File: config.mk
export PLATFORM = sky130hd
export DESIGN_NAME = txe_irq_timer
export DESIGN_NICKNAME = d
export VERILOG_FILES = /design/src/rtl/txe_pkg.sv /design/src/rtl/txe_occupancy.sv /design/src/rtl/txe_char_timer.sv /design/src/rtl/txe_irq_ctrl.sv /design/src/rtl/txe_irq_timer.sv
export SDC_FILE = /design/constraint.sdc
export NUM_CORES = 1
export LEC_CHECK = 0
export ABC_AREA = 1
export ABC_CLOCK_PERIOD_IN_PS = 1700
export CAP_MARGIN = 20
export CORE_MARGIN = 2
export CORE_UTILIZATION = 36
export DETAILED_ROUTE_END_ITERATION = 12
export PLACE_DENSITY = 0.68
export SLEW_MARGIN = 10
export SYNTH_ARGS = -nofsm -noshare
export SYNTH_HDL_FRONTEND = slang
export SYNTH_SLANG_ARGS = --single-unit
File: constraint.sdc
create_clock -name clk_i -period 1.7 [get_ports clk_i]
set_clock_uncertainty 0.1 [all_clocks]
set_input_delay 0.51 -clock clk_i [delete_from_list [all_inputs] [get_ports clk_i]]
set_output_delay 0.51 -clock clk_i [all_outputs]
set_load 0.02 [all_outputs]
File: src/rtl/txe_pkg.sv
package txe_pkg;
  localparam int MIN_DATA   = 5;
  localparam int MAX_DELAY  = 8 + 1 + 2;
  localparam int TMR_W      = $clog2(MAX_DELAY + 1);
  localparam int MULTI_LVL  = 2;

  typedef enum logic [3:0] {
    IIR_NONE      = 4'h1,
    IIR_THR_EMPTY = 4'h2
  } iir_code_e;

  // character time less the final stop bit: data + parity + stops
  function automatic logic [TMR_W-1:0] char_delay(input logic [1:0] wl,
                                                   input logic par,
                                                   input logic two);
    return TMR_W'(MIN_DATA) + TMR_W'(wl) + TMR_W'(par) + TMR_W'(1) + TMR_W'(two);
  endfunction
endpackage

File: src/rtl/txe_occupancy.sv
module txe_occupancy
  import txe_pkg::*;
#(
  parameter int CNT_W = 5
) (
  input  logic             clk_i,
  input  logic             rst_ni,
  input  logic             gate_i,
  input  logic             fifo_en_rise_i,
  input  logic             thre_i,
  input  logic [CNT_W-1:0] fifo_cnt_i,
  output logic             empty_ev_o,
  output logic             immediate_o
);
  logic thre_q, multi_q, armed_q;
  logic thre_rise, multi_now;

  assign thre_rise   = thre_i & ~thre_q;
  assign multi_now   = fifo_cnt_i >= CNT_W'(MULTI_LVL);
  assign empty_ev_o  = gate_i & (thre_rise | (fifo_en_rise_i & thre_i));
  assign immediate_o = armed_q | fifo_en_rise_i | multi_q | multi_now;

  always_ff @(posedge clk_i or negedge rst_ni) begin
    if (!rst_ni) begin
      thre_q  <= 1'b0;
      multi_q <= 1'b0;
      armed_q <= 1'b0;
    end else begin
      thre_q <= thre_i;
      if (thre_rise)      multi_q <= 1'b0;
      else if (multi_now) multi_q <= 1'b1;
      if (empty_ev_o)          armed_q <= 1'b0;
      else if (fifo_en_rise_i) armed_q <= 1'b1;
    end
  end

  assert_sticky_set_R2: assert property (@(posedge clk_i) disable iff (!rst_ni)
    (multi_now && !thre_rise) |=> multi_q);
  assert_sticky_clr_R9: assert property (@(posedge clk_i) disable iff (!rst_ni)
    thre_rise |=> !multi_q);
  assert_first_used_R4: assert property (@(posedge clk_i) disable iff (!rst_ni)
    empty_ev_o |=> !armed_q);
endmodule

File: src/rtl/txe_char_timer.sv
module txe_char_timer
  import txe_pkg::*;
(
  input  logic             clk_i,
  input  logic             rst_ni,
  input  logic             start_i,
  input  logic [TMR_W-1:0] load_i,
  input  logic             cancel_i,
  input  logic             tick_i,
  output logic             busy_o,
  output logic             done_o
);
  logic [TMR_W-1:0] cnt_q;

  assign busy_o = cnt_q != '0;
  assign done_o = tick_i && cnt_q == TMR_W'(1);

  always_ff @(posedge clk_i or negedge rst_ni) begin
    if (!rst_ni)               cnt_q <= '0;
    else if (cancel_i)         cnt_q <= '0;
    else if (start_i)          cnt_q <= load_i;
    else if (tick_i && busy_o) cnt_q <= cnt_q - TMR_W'(1);
  end

  assert_cancel_stops_R7: assert property (@(posedge clk_i) disable iff (!rst_ni)
    cancel_i |=> !busy_o);
  assert_count_bound_R3: assert property (@(posedge clk_i) disable iff (!rst_ni)
    busy_o |-> cnt_q <= TMR_W'(MAX_DELAY));
  assert_hold_no_tick_R3: assert property (@(posedge clk_i) disable iff (!rst_ni)
    (busy_o && !tick_i && !cancel_i && !start_i) |=> $stable(cnt_q));
endmodule

File: src/rtl/txe_irq_ctrl.sv
module txe_irq_ctrl
  import txe_pkg::*;
(
  input  logic       clk_i,
  input  logic       rst_ni,
  input  logic       gate_i,
  input  logic       set_now_i,
  input  logic       tmr_done_i,
  input  logic       thr_wr_i,
  input  logic       iir_rd_i,
  output logic       irq_o,
  output logic [3:0] iir_code_o
);
  logic pend_q, set;

  assign set        = set_now_i | tmr_done_i;
  assign irq_o      = pend_q;
  assign iir_code_o = pend_q ? IIR_THR_EMPTY : IIR_NONE;

  // write beats set; set beats read (the read saw the old state)
  always_ff @(posedge clk_i or negedge rst_ni) begin
    if (!rst_ni)       pend_q <= 1'b0;
    else if (!gate_i)  pend_q <= 1'b0;
    else if (thr_wr_i) pend_q <= 1'b0;
    else if (set)      pend_q <= 1'b1;
    else if (iir_rd_i) pend_q <= 1'b0;
  end

  assert_gate_clears_R8: assert property (@(posedge clk_i) disable iff (!rst_ni)
    !gate_i |=> !pend_q);
  assert_write_clears_R5: assert property (@(posedge clk_i) disable iff (!rst_ni)
    thr_wr_i |=> !pend_q);
  assert_read_clears_R6: assert property (@(posedge clk_i) disable iff (!rst_ni)
    (iir_rd_i && !set_now_i && !tmr_done_i) |=> !pend_q);
  assert_rise_has_cause_R2: assert property (@(posedge clk_i) disable iff (!rst_ni)
    $rose(pend_q) |-> $past(set_now_i || tmr_done_i));
endmodule

File: src/rtl/txe_irq_timer.sv
module txe_irq_timer
  import txe_pkg::*;
#(
  parameter int CNT_W = 5
) (
  input  logic             clk_i,
  input  logic             rst_ni,
  input  logic             fifo_en_i,
  input  logic             fifo_en_rise_i,
  input  logic             tx_ie_i,
  input  logic [1:0]       data_bits_i,
  input  logic             parity_en_i,
  input  logic             two_stop_i,
  input  logic             baud_tick_i,
  input  logic             thr_wr_i,
  input  logic             iir_rd_i,
  input  logic [CNT_W-1:0] fifo_cnt_i,
  input  logic             thre_i,
  output logic             irq_o,
  output logic [3:0]       iir_code_o
);
  logic gate, empty_ev, immediate, tmr_busy, tmr_done;

  assign gate = fifo_en_i & tx_ie_i;

  txe_occupancy #(.CNT_W(CNT_W)) u_occ (
    .clk_i, .rst_ni, .gate_i(gate), .fifo_en_rise_i, .thre_i, .fifo_cnt_i,
    .empty_ev_o(empty_ev), .immediate_o(immediate)
  );

  txe_char_timer u_tmr (
    .clk_i, .rst_ni,
    .start_i(empty_ev & ~immediate),
    .load_i(char_delay(data_bits_i, parity_en_i, two_stop_i)),
    .cancel_i(thr_wr_i | ~gate),
    .tick_i(baud_tick_i),
    .busy_o(tmr_busy), .done_o(tmr_done)
  );

  txe_irq_ctrl u_ctrl (
    .clk_i, .rst_ni, .gate_i(gate),
    .set_now_i(empty_ev & immediate), .tmr_done_i(tmr_done),
    .thr_wr_i, .iir_rd_i, .irq_o, .iir_code_o
  );

  assert_delay_quiet_R3: assert property (@(posedge clk_i) disable iff (!rst_ni)
    (tmr_busy && !tmr_done && !empty_ev && !irq_o) |=> !irq_o);
endmodule

======== Word level (Yosys, flattened, before mapping) ========
Index checks and enable logic that the tools add are counted.
cells by class
  add/sub/neg operators ................... 5
  multipliers ............................. 0
  divide/modulo/power cells ............... 0
  $lt $le $gt $ge ......................... 1
  equal/unequal tests ..................... 2
  shift operators ......................... 0
  mux-type cells .......................... 12
  bitwise logic cells ..................... 15
  reductions and logical operators ........ 6
operators by type and width
  cell                                                  count
  2-to-1 mux 4 bit                                      3
  adder 4 x 1 -> 4 bit                                  2
  2-to-1 mux 1 bit                                      8
  AND 1 bit                                             6
  bitwise OR 1 bit                                      6
  >= comparator 5 x 2 -> 1 bit (second input constant)  1
  adder 3 x 2 -> 4 bit (first input constant)           1
  adder 4 x 1 -> 4 bit (second input constant)          1
  equality test 4 x 1 -> 1 bit (second input constant)  1
  != test 4 x 1 -> 1 bit (second input constant)        1
  nonzero test 2 bit                                    2
  nonzero test 4 bit                                    1
  subtractor 4 x 1 -> 4 bit (second input constant)     1
  inverter 1 bit                                        3
  nonzero test 3 bit                                    1
  logical AND 1 bit                                     2
  2-to-1 mux 2 bit                                      1
word-level totals
  register bits after elaboration ......... 8
  latch bits .............................. 0
  memory bits (writable) .................. 0
  memory bits (read-only) ................. 0
  output and inout port bits .............. 5
  memories ................................ 0

======== Depth between registers and ports, before layout ========
Gate-level depths: netlist (run 1).
  depth in word-level cells ............... 9
  mapped depth ............................ 9
  gate-level depth less buffers ........... 9

======== Modules after synthesis ========
Synthesis (run 1) repeated with hierarchy kept, for this count alone.
unflattened totals
  cell total of the unflattened synthesis .. 91
  area, all modules ....................... 640.6 sq um
by module, submodules not included
  module          times used  cells an instance  area each (sq um)
  txe_char_timer  1           44                 312.8
  txe_occupancy   1           17                 143.9
  txe_irq_timer   1           18                 105.1
  txe_irq_ctrl    1           12                 78.8

======== Worst setup path before layout (run 1) ========
OpenSTA, ideal clock, no wires.
  kind .................................... input-to-reg
  start ................................... input data_bits_i[0]
  end ..................................... register u_tmr.cnt_q[1]
  setup time .............................. 66 ps
  arrival ................................. 1464 ps
  required time ........................... 1534 ps
  path slack .............................. 70 ps
  stages .................................. 7
  path buffers ............................ 0
  path through ............................ fa_1 > inv_1 > ha_1 > nand3b_1 > nand2_1 > nand2_1 > nand2_1
on the way
  cells in the longest elaborated chain, start to end .. 6
RTL lines
  item                               line                  source
  start, declared                    txe_irq_timer.sv:11   input logic [1:0] data_bits_i,
  adder 3 x 2 -> 4 bit               txe_pkg.sv:16         return TMR_W'(MIN_DATA) + TMR_W'(wl) + TMR_W'(par) + TMR_W'(1) + TMR_W'(two);
  adder 4 x 1 -> 4 bit (3 in a row)  txe_pkg.sv:16
  2-to-1 mux 4 bit                   txe_char_timer.sv:21  else if (start_i) cnt_q <= load_i;
  2-to-1 mux 4 bit                   txe_char_timer.sv:20  else if (cancel_i) cnt_q <= '0;
  end signal, assigned               txe_char_timer.sv:21
  end signal, assigned               txe_char_timer.sv:22  else if (tick_i && busy_o) cnt_q <= cnt_q - TMR_W'(1);
  end, declared                      txe_char_timer.sv:13  logic [TMR_W-1:0] cnt_q;
No other way between the ends.
A chain may end at the register's enable or synchronous reset.

======== Worst setup path after layout (run 1) ========
  start ................................... register u_ctrl.pend_q, in the netlist u_ctrl.irq_o
  end ..................................... output iir_code_o[0]
on the way
  cells in the longest elaborated chain, start to end .. 1
RTL lines
  item                    line                 source
  start, declared         txe_irq_ctrl.sv:14   logic pend_q, set;
  start signal, assigned  txe_irq_ctrl.sv:22   if (!rst_ni) pend_q <= 1'b0;
  start signal, assigned  txe_irq_ctrl.sv:23   else if (!gate_i) pend_q <= 1'b0;
  start signal, assigned  txe_irq_ctrl.sv:24   else if (thr_wr_i) pend_q <= 1'b0;
  2-to-1 mux 2 bit        txe_irq_ctrl.sv:18   assign iir_code_o = pend_q ? IIR_THR_EMPTY : IIR_NONE;
  end, declared           txe_irq_timer.sv:20  output logic [3:0] iir_code_o
No other way between the ends.

==> impl_metrics.env, run 1 <==
export IMPL_netlist_instances=79
export IMPL_p_switching_mw=0.100
export IMPL_vias=572
export IMPL_slew_violations=0
export IMPL_combPwrFrac=0.184
export IMPL_layout_drive_gt1_share=0.176
export IMPL_hold_viol=0
export IMPL_worstHoldPathType="reg2reg"
export IMPL_fin_nets=132
export IMPL_port_buffers=19
export IMPL_drc=0
export IMPL_cp_max_fo=3
export IMPL_fillers=145
export IMPL_critical_path_endpoint_type="output pin"
export IMPL_grt_max_degree=10
export IMPL_ys_types=20
export IMPL_seqPwrFrac=0.468
export IMPL_dieHeight_um=44.4
export IMPL_initial_core_util=0.386
export IMPL_cpPeakStageDelay_ps=380
export IMPL_p_leak_nw=0.454
export IMPL_slowest_stage="dfrtp_1"
export IMPL_wl_um=1270
export IMPL_syn2layout_area_growth_pct=48.3
export IMPL_place_gp_congestion=0.765
export IMPL_clockRootBuffer="clkbuf_4"
export IMPL_n_antenna_cell=0
export IMPL_die_x_um=44.4
export IMPL_crit_required_ps=1090
export IMPL_htreeDepth=1
export IMPL_period_share=0.962
export IMPL_holdWs_ps=416
export IMPL_cts_hold_buffers=0
export IMPL_syn_avg_cell_area_sq_um=7.44
export IMPL_fin_util=0.572
export IMPL_dr_pass1_iters=4
export IMPL_drt_wirelength_per_cell_um=10.2
export IMPL_cts_buffer_depth=2
export IMPL_swShare=0.238
export IMPL_min_path_cells=2
export IMPL_gr_usage_all_layers=0.158
export IMPL_setup_viol=0
export IMPL_seq_area_frac_synth=0.340
export IMPL_cts_tree="done"
export IMPL_max_freq_mhz=611
export IMPL_ioPinCount=23
export IMPL_yosys_warnings=0
export IMPL_core_rowCount=14
export IMPL_clkLatencyLatePin_ps=250
export IMPL_criticalPathCategory="reg2out"
export IMPL_grt_pass1_wl_um=2170
export IMPL_syn_cell_area_sq_um=588
export IMPL_status="completed"
export IMPL_ys_seq_elements=8
export IMPL_cp_cell_sequence="inv_1, dlygate4sd2_1"
export IMPL_antenna_found_initial=0
export IMPL_dpl_hpwl_um=1020
export IMPL_cap_violations=0
export IMPL_peakVddDrop_mv=0.220
export IMPL_clk_pin_slew_worst_paths_ps=60
export IMPL_viasPerCell=4.61
export IMPL_r2r_slack_ps=330
export IMPL_die_area_sq_um=1970
export IMPL_cts_sinks=8
export IMPL_grt_overflow_total=0
export IMPL_power_density_nw_per_um2=482
export IMPL_grt_pass1_vias=539
export IMPL_core_area_sq_um=1520
export IMPL_startpoint_type="flip-flop"
export IMPL_cts_made_buffers=3
export IMPL_r2r_cells=7
export IMPL_arrival_ps=1030
export IMPL_drtAntennaViolNets=0
export IMPL_rsz0062_at_grt="false"
export IMPL_internal_power_mw=0.320
export IMPL_fin_crit_ps=1640
export IMPL_drt_iter0_drc=20
export IMPL_p_clk_frac=0.348
==> flip-flops by register name, summed over array words and instances, names as in the netlist <==
register / count
u_occ.armed_q: 1
u_occ.thre_q: 1
u_ctrl.irq_o: 1
u_tmr.cnt_q: 4
u_occ.multi_q: 1
==> what timing repair did <==
action	in CTS	in global routing
resized for setup	8	1
endpoints found under the hold margin	0	0
endpoints found under the setup margin	7	4
pin swaps	3	3
buffers inserted	0	3
==> layout make-up <==
cell class | instances | area, sq um | area share
multi-input cells | 57 | 332 | 0.380
inverters | 12 | 45.0 | 0.0516
flip-flops and latches | 8 | 200 | 0.230
well taps | 16 | 20.0 | 0.0230
clock buffers | 3 | 22.5 | 0.0258
repair buffers | 28 | 253 | 0.290
==> worst max-delay path, delay by kind of cell (launching register included) <==
family / cells / cell delay, ps
buffers and inverters: 2 / 400
flip-flops: 1 / 380
==> per-layer routing <==
layer | vias to the layer above | share of wire | GRT usage
li1 | 300 | - | -
met1 | 257 | 0.47 | 0.183
met2 | 13 | 0.49 | 0.256
met3 | 2 | 0.024 | 0.0367
met4 | 0 | 0.015 | 0.109
met5 | - | 0 | 0
==> through the flow <==
step | TNS [ps] | power (mW) | area (sq um) | setup slack (ps) | cells
finish | 0 | 0.420 | 872 | 63.9 | 124
global route | 0 | 0.452 | 872 | 1.71 | 124
CTS | 0 | 0.426 | 847 | 8.55 | 121
detailed placement | -1550 | 0.280 | 825 | -421 | 118
global placement | -1500 | 0.278 | 825 | -411 | 118
floorplan | 0 | 0.228 | 592 | 70.2 | 80
==> worst paths after layout <==
path | start | to
worst min-delay path | u_tmr.cnt_q[1] | u_tmr.cnt_q[1]
min in group asynchronous | rst_ni | u_occ.armed_q
worst min register to register | u_tmr.cnt_q[1] | u_tmr.cnt_q[1]
worst max-delay path | u_ctrl.irq_o | iir_code_o[0]
worst max register to register | u_tmr.cnt_q[0] | u_tmr.cnt_q[1]
max in group asynchronous | rst_ni | u_tmr.cnt_q[2]
==> synth_stat cells, drive strengths merged <==
cell,number,area [sq um]
inv,12,45.0
fa,1,20.0
nand4,1,6.26
o21ai,2,10.0
nand2,24,100
dfrtp,8,200
nand3,8,40.0
nor2,9,46.3
nand3b,2,15.0
a31oi,1,6.26
conb,1,3.75
ha,3,37.5
a21oi,3,26.3
xor2,1,8.76
buf,3,22.5
==> logic make-up (layout without fill, tap and decap cells) <==
| logic type | count (synthesis) | in the layout | synth area share |
|---|---|---|---|
| fa+ha+maj | 4 | 4 | 0.0979 |
| other cells | 1 | 2 | 0.00638 |
| buf+inv | 15 | 43 | 0.115 |
| xor+xnor | 1 | 1 | 0.0149 |
| flops | 8 | 8 | 0.340 |
| compound gates | 6 | 6 | 0.0724 |
| simple gates | 44 | 44 | 0.353 |
==> layout by cell type, fill, tap and decap left out <==
cell type and n:
nand2_1 22, inv_1 12, clkdlybuf4s50_1 12, buf_4 9
nand3_1 8, dfrtp_1 8, nor2_1 6, dlygate4sd2_1 6
ha_1 3, clkbuf_4 3, nor2_4 2, o21ai_0 2
nand3b_1 2, a21oi_1 2, conb_1 2, nor2_2 1
nand2_2 1, a31oi_1 1, nand2_4 1, a21oi_4 1
xor2_1 1, nand4_1 1, fa_2 1, dlymetal6s2s_1 1
==> power by group through the flow <==
stage	Combinational [mW]	Sequential [mW]	Clock, mW
2_1_floorplan	0.0273	0.200	0
3_3_place_gp	0.0783	0.200	0
3_5_place_dp	0.0796	0.201	0
4_1_cts	0.0786	0.197	0.151
5_1_grt	0.0863	0.197	0.169
6_report	0.0772	0.197	0.146
No activity file was read; power rests on OpenSTA's default activity.
==> run 2: changes to the inputs <==
CAP_MARGIN = not set   (was 20)
==> results of run 2 <==
Final layout, timing and power as in run 1 (identical DEF).
==> run 3: changes to the inputs <==
ABC_CLOCK_PERIOD_IN_PS = 1300   (was 1700)
PLACE_DENSITY = 0.71   (was 0.68)
clock period = 1.3 ns   (was 1.7 ns; I/O delays follow)
==> run 3 against run 2 <==
  * The run now ends with negative setup slack left
  * Hold slack worse by 100 ps
  * Sequential share of layout area shrank 2.7 points
  * Design area rose by 13%
  * Utilization grew 7.5 points
  * Wire length grew 24%
  * Power grew 39%
  * Combinational power increased by 52%
  * Critical path type unchanged
==> impl_metrics.env, run 3 (synthesis gave the netlist of run 1 again) <==
export IMPL_largest_register_ffs=4
export IMPL_clk_pin_slew_worst_paths_ps=60
export IMPL_vias=650
export IMPL_cts_sinks=8
export IMPL_dp_cells=125
export IMPL_viasPerCell=4.74
export IMPL_r2r_start="u_occ.armed_q"
export IMPL_initial_core_util=0.386
export IMPL_cts_tree="done"
export IMPL_hold_viol=0
export IMPL_power_density_nw_per_um2=594
export IMPL_critical_path_endpoint_type="output pin"
export IMPL_port_buffers=19
export IMPL_cp_max_fo=3
export IMPL_cts_hold_buffers=0
export IMPL_final_common_cell="nand2_1"
export IMPL_drt_wirelength_per_cell_um=11.5
export IMPL_syn2layout_area_growth_pct=67.7
export IMPL_htreeDepth=1
export IMPL_arrival_ps=890
export IMPL_die_area_sq_um=1970
export IMPL_rr_endpoint="u_tmr.cnt_q[1]"
export IMPL_layout_drive_gt1_share=0.372
export IMPL_fin_area_sq_um=986
export IMPL_critPathLaunch="u_ctrl.irq_o"
export IMPL_setup_slack_ps=-84.5
export IMPL_core_rowCount=14
export IMPL_internal_power_mw=0.427
export IMPL_clockRootBuffer="clkbuf_4"
export IMPL_crit_required_ps=810
export IMPL_gr_usage_all_layers=0.199
export IMPL_drc=0
export IMPL_max_freq_mhz=722
export IMPL_status="finished, violations left"
export IMPL_die_x_um=44.4
export IMPL_fin_util=0.647
export IMPL_startpoint_type="flip-flop"
export IMPL_slew_violations=0
export IMPL_drt_iter0_drc=10
export IMPL_rsz0062_at_grt="true"
export IMPL_cts_buffer_depth=2
export IMPL_cap_violations=0
export IMPL_fin_nets=145
export IMPL_violations="negative setup slack"
export IMPL_r2r_slack_ps=-70
export IMPL_cts_made_buffers=3
export IMPL_combPwrFrac=0.199
export IMPL_dpl_hpwl_um=1050
export IMPL_grt_max_degree=9
export IMPL_period_share=1.07
export IMPL_seqPwrFrac=0.440
export IMPL_setup_viol=7
export IMPL_place_ws_ps=-669
export IMPL_grt_pass1_vias=648
export IMPL_r2r_cells=7
export IMPL_drtAntennaViolNets=0
export IMPL_swShare=0.272
export IMPL_p_clk_frac=0.361
export IMPL_clkLatencyLatePin_ps=280
export IMPL_final_cell_mix="nand2_1, buf_4, inv_1"
export IMPL_place_gp_congestion=0.781
export IMPL_dpl_cell_area_sq_um=880
export IMPL_peakVddDrop_mv=0.410
export IMPL_grt_overflow_total=0
export IMPL_criticalPathCategory="reg2out"
export IMPL_p_leak_nw=0.511
export IMPL_fin_crit_ps=1380
export IMPL_final_cells=137
export IMPL_dieHeight_um=44.4
export IMPL_ioPinCount=23
export IMPL_holdWs_ps=311
export IMPL_core_area_sq_um=1520
export IMPL_worstHoldPathType="in2async"
export IMPL_regMostFlops="u_tmr.cnt_q"
export IMPL_power_mw=0.586
export IMPL_grt_pass1_wl_um=2660
export IMPL_dr_pass1_iters=4
export IMPL_antenna_found_initial=0
export IMPL_finalSetupTns_ps=-411
export IMPL_wl_um=1580
export IMPL_p_switching_mw=0.159
export IMPL_n_antenna_cell=0
==> run 3: area by class of cell <==
| type | count | area [sq um] |
|---|---|---|
| inverter | 12 | 45.0 |
| tap | 16 | 20.0 |
| sequential | 8 | 200 |
| multi-input combinational | 58 | 360 |
| timing repair buffer | 40 | 338 |
| clock buffer | 3 | 22.5 |
| fill | 135 | 538 |
==> run 3: how the worst max path moves through the flow <==
stage,end,depth (start not counted)
4_1_cts,u_tmr.cnt_q[1],7
6_report,iir_code_o[0],2
3_3_place_gp,u_tmr.cnt_q[1],8
2_1_floorplan,u_tmr.cnt_q[1],7
5_1_grt,u_tmr.cnt_q[0],7
3_5_place_dp,u_tmr.cnt_q[1],8
==> run 3: what timing repair did <==
item / in CTS / in global routing
setup endpoints to repair: 9 / 8
gates resized for setup: 42 / 7
gates cloned: 1 / 0
buffers inserted: 7 / 2
pin swaps: 16 / 10
==> run 3: power groups by stage <==
stage               clock [mW]  combinational [mW]  sequential [mW]
finish                   0.211               0.117            0.258
global route             0.232               0.130            0.259
global placement             0               0.103            0.262
floorplan                    0              0.0359            0.262
CTS                      0.218               0.113            0.257
detailed placement           0               0.106            0.262
==> run 3: worst max-delay path, cell delays in order (launching register included) <==
cell and delay (ps):
dfrtp_1 420, inv_2 90, buf_6 110
==> run 3: layer usage <==
metal | routed length, um | up-vias | track usage
li1 | - | 330 | -
met1 | 696 | 297 | 0.218
met2 | 756 | 19 | 0.324
met3 | 71 | 4 | 0.0612
met4 | 51 | 0 | 0.145
met5 | 0 | - | 0
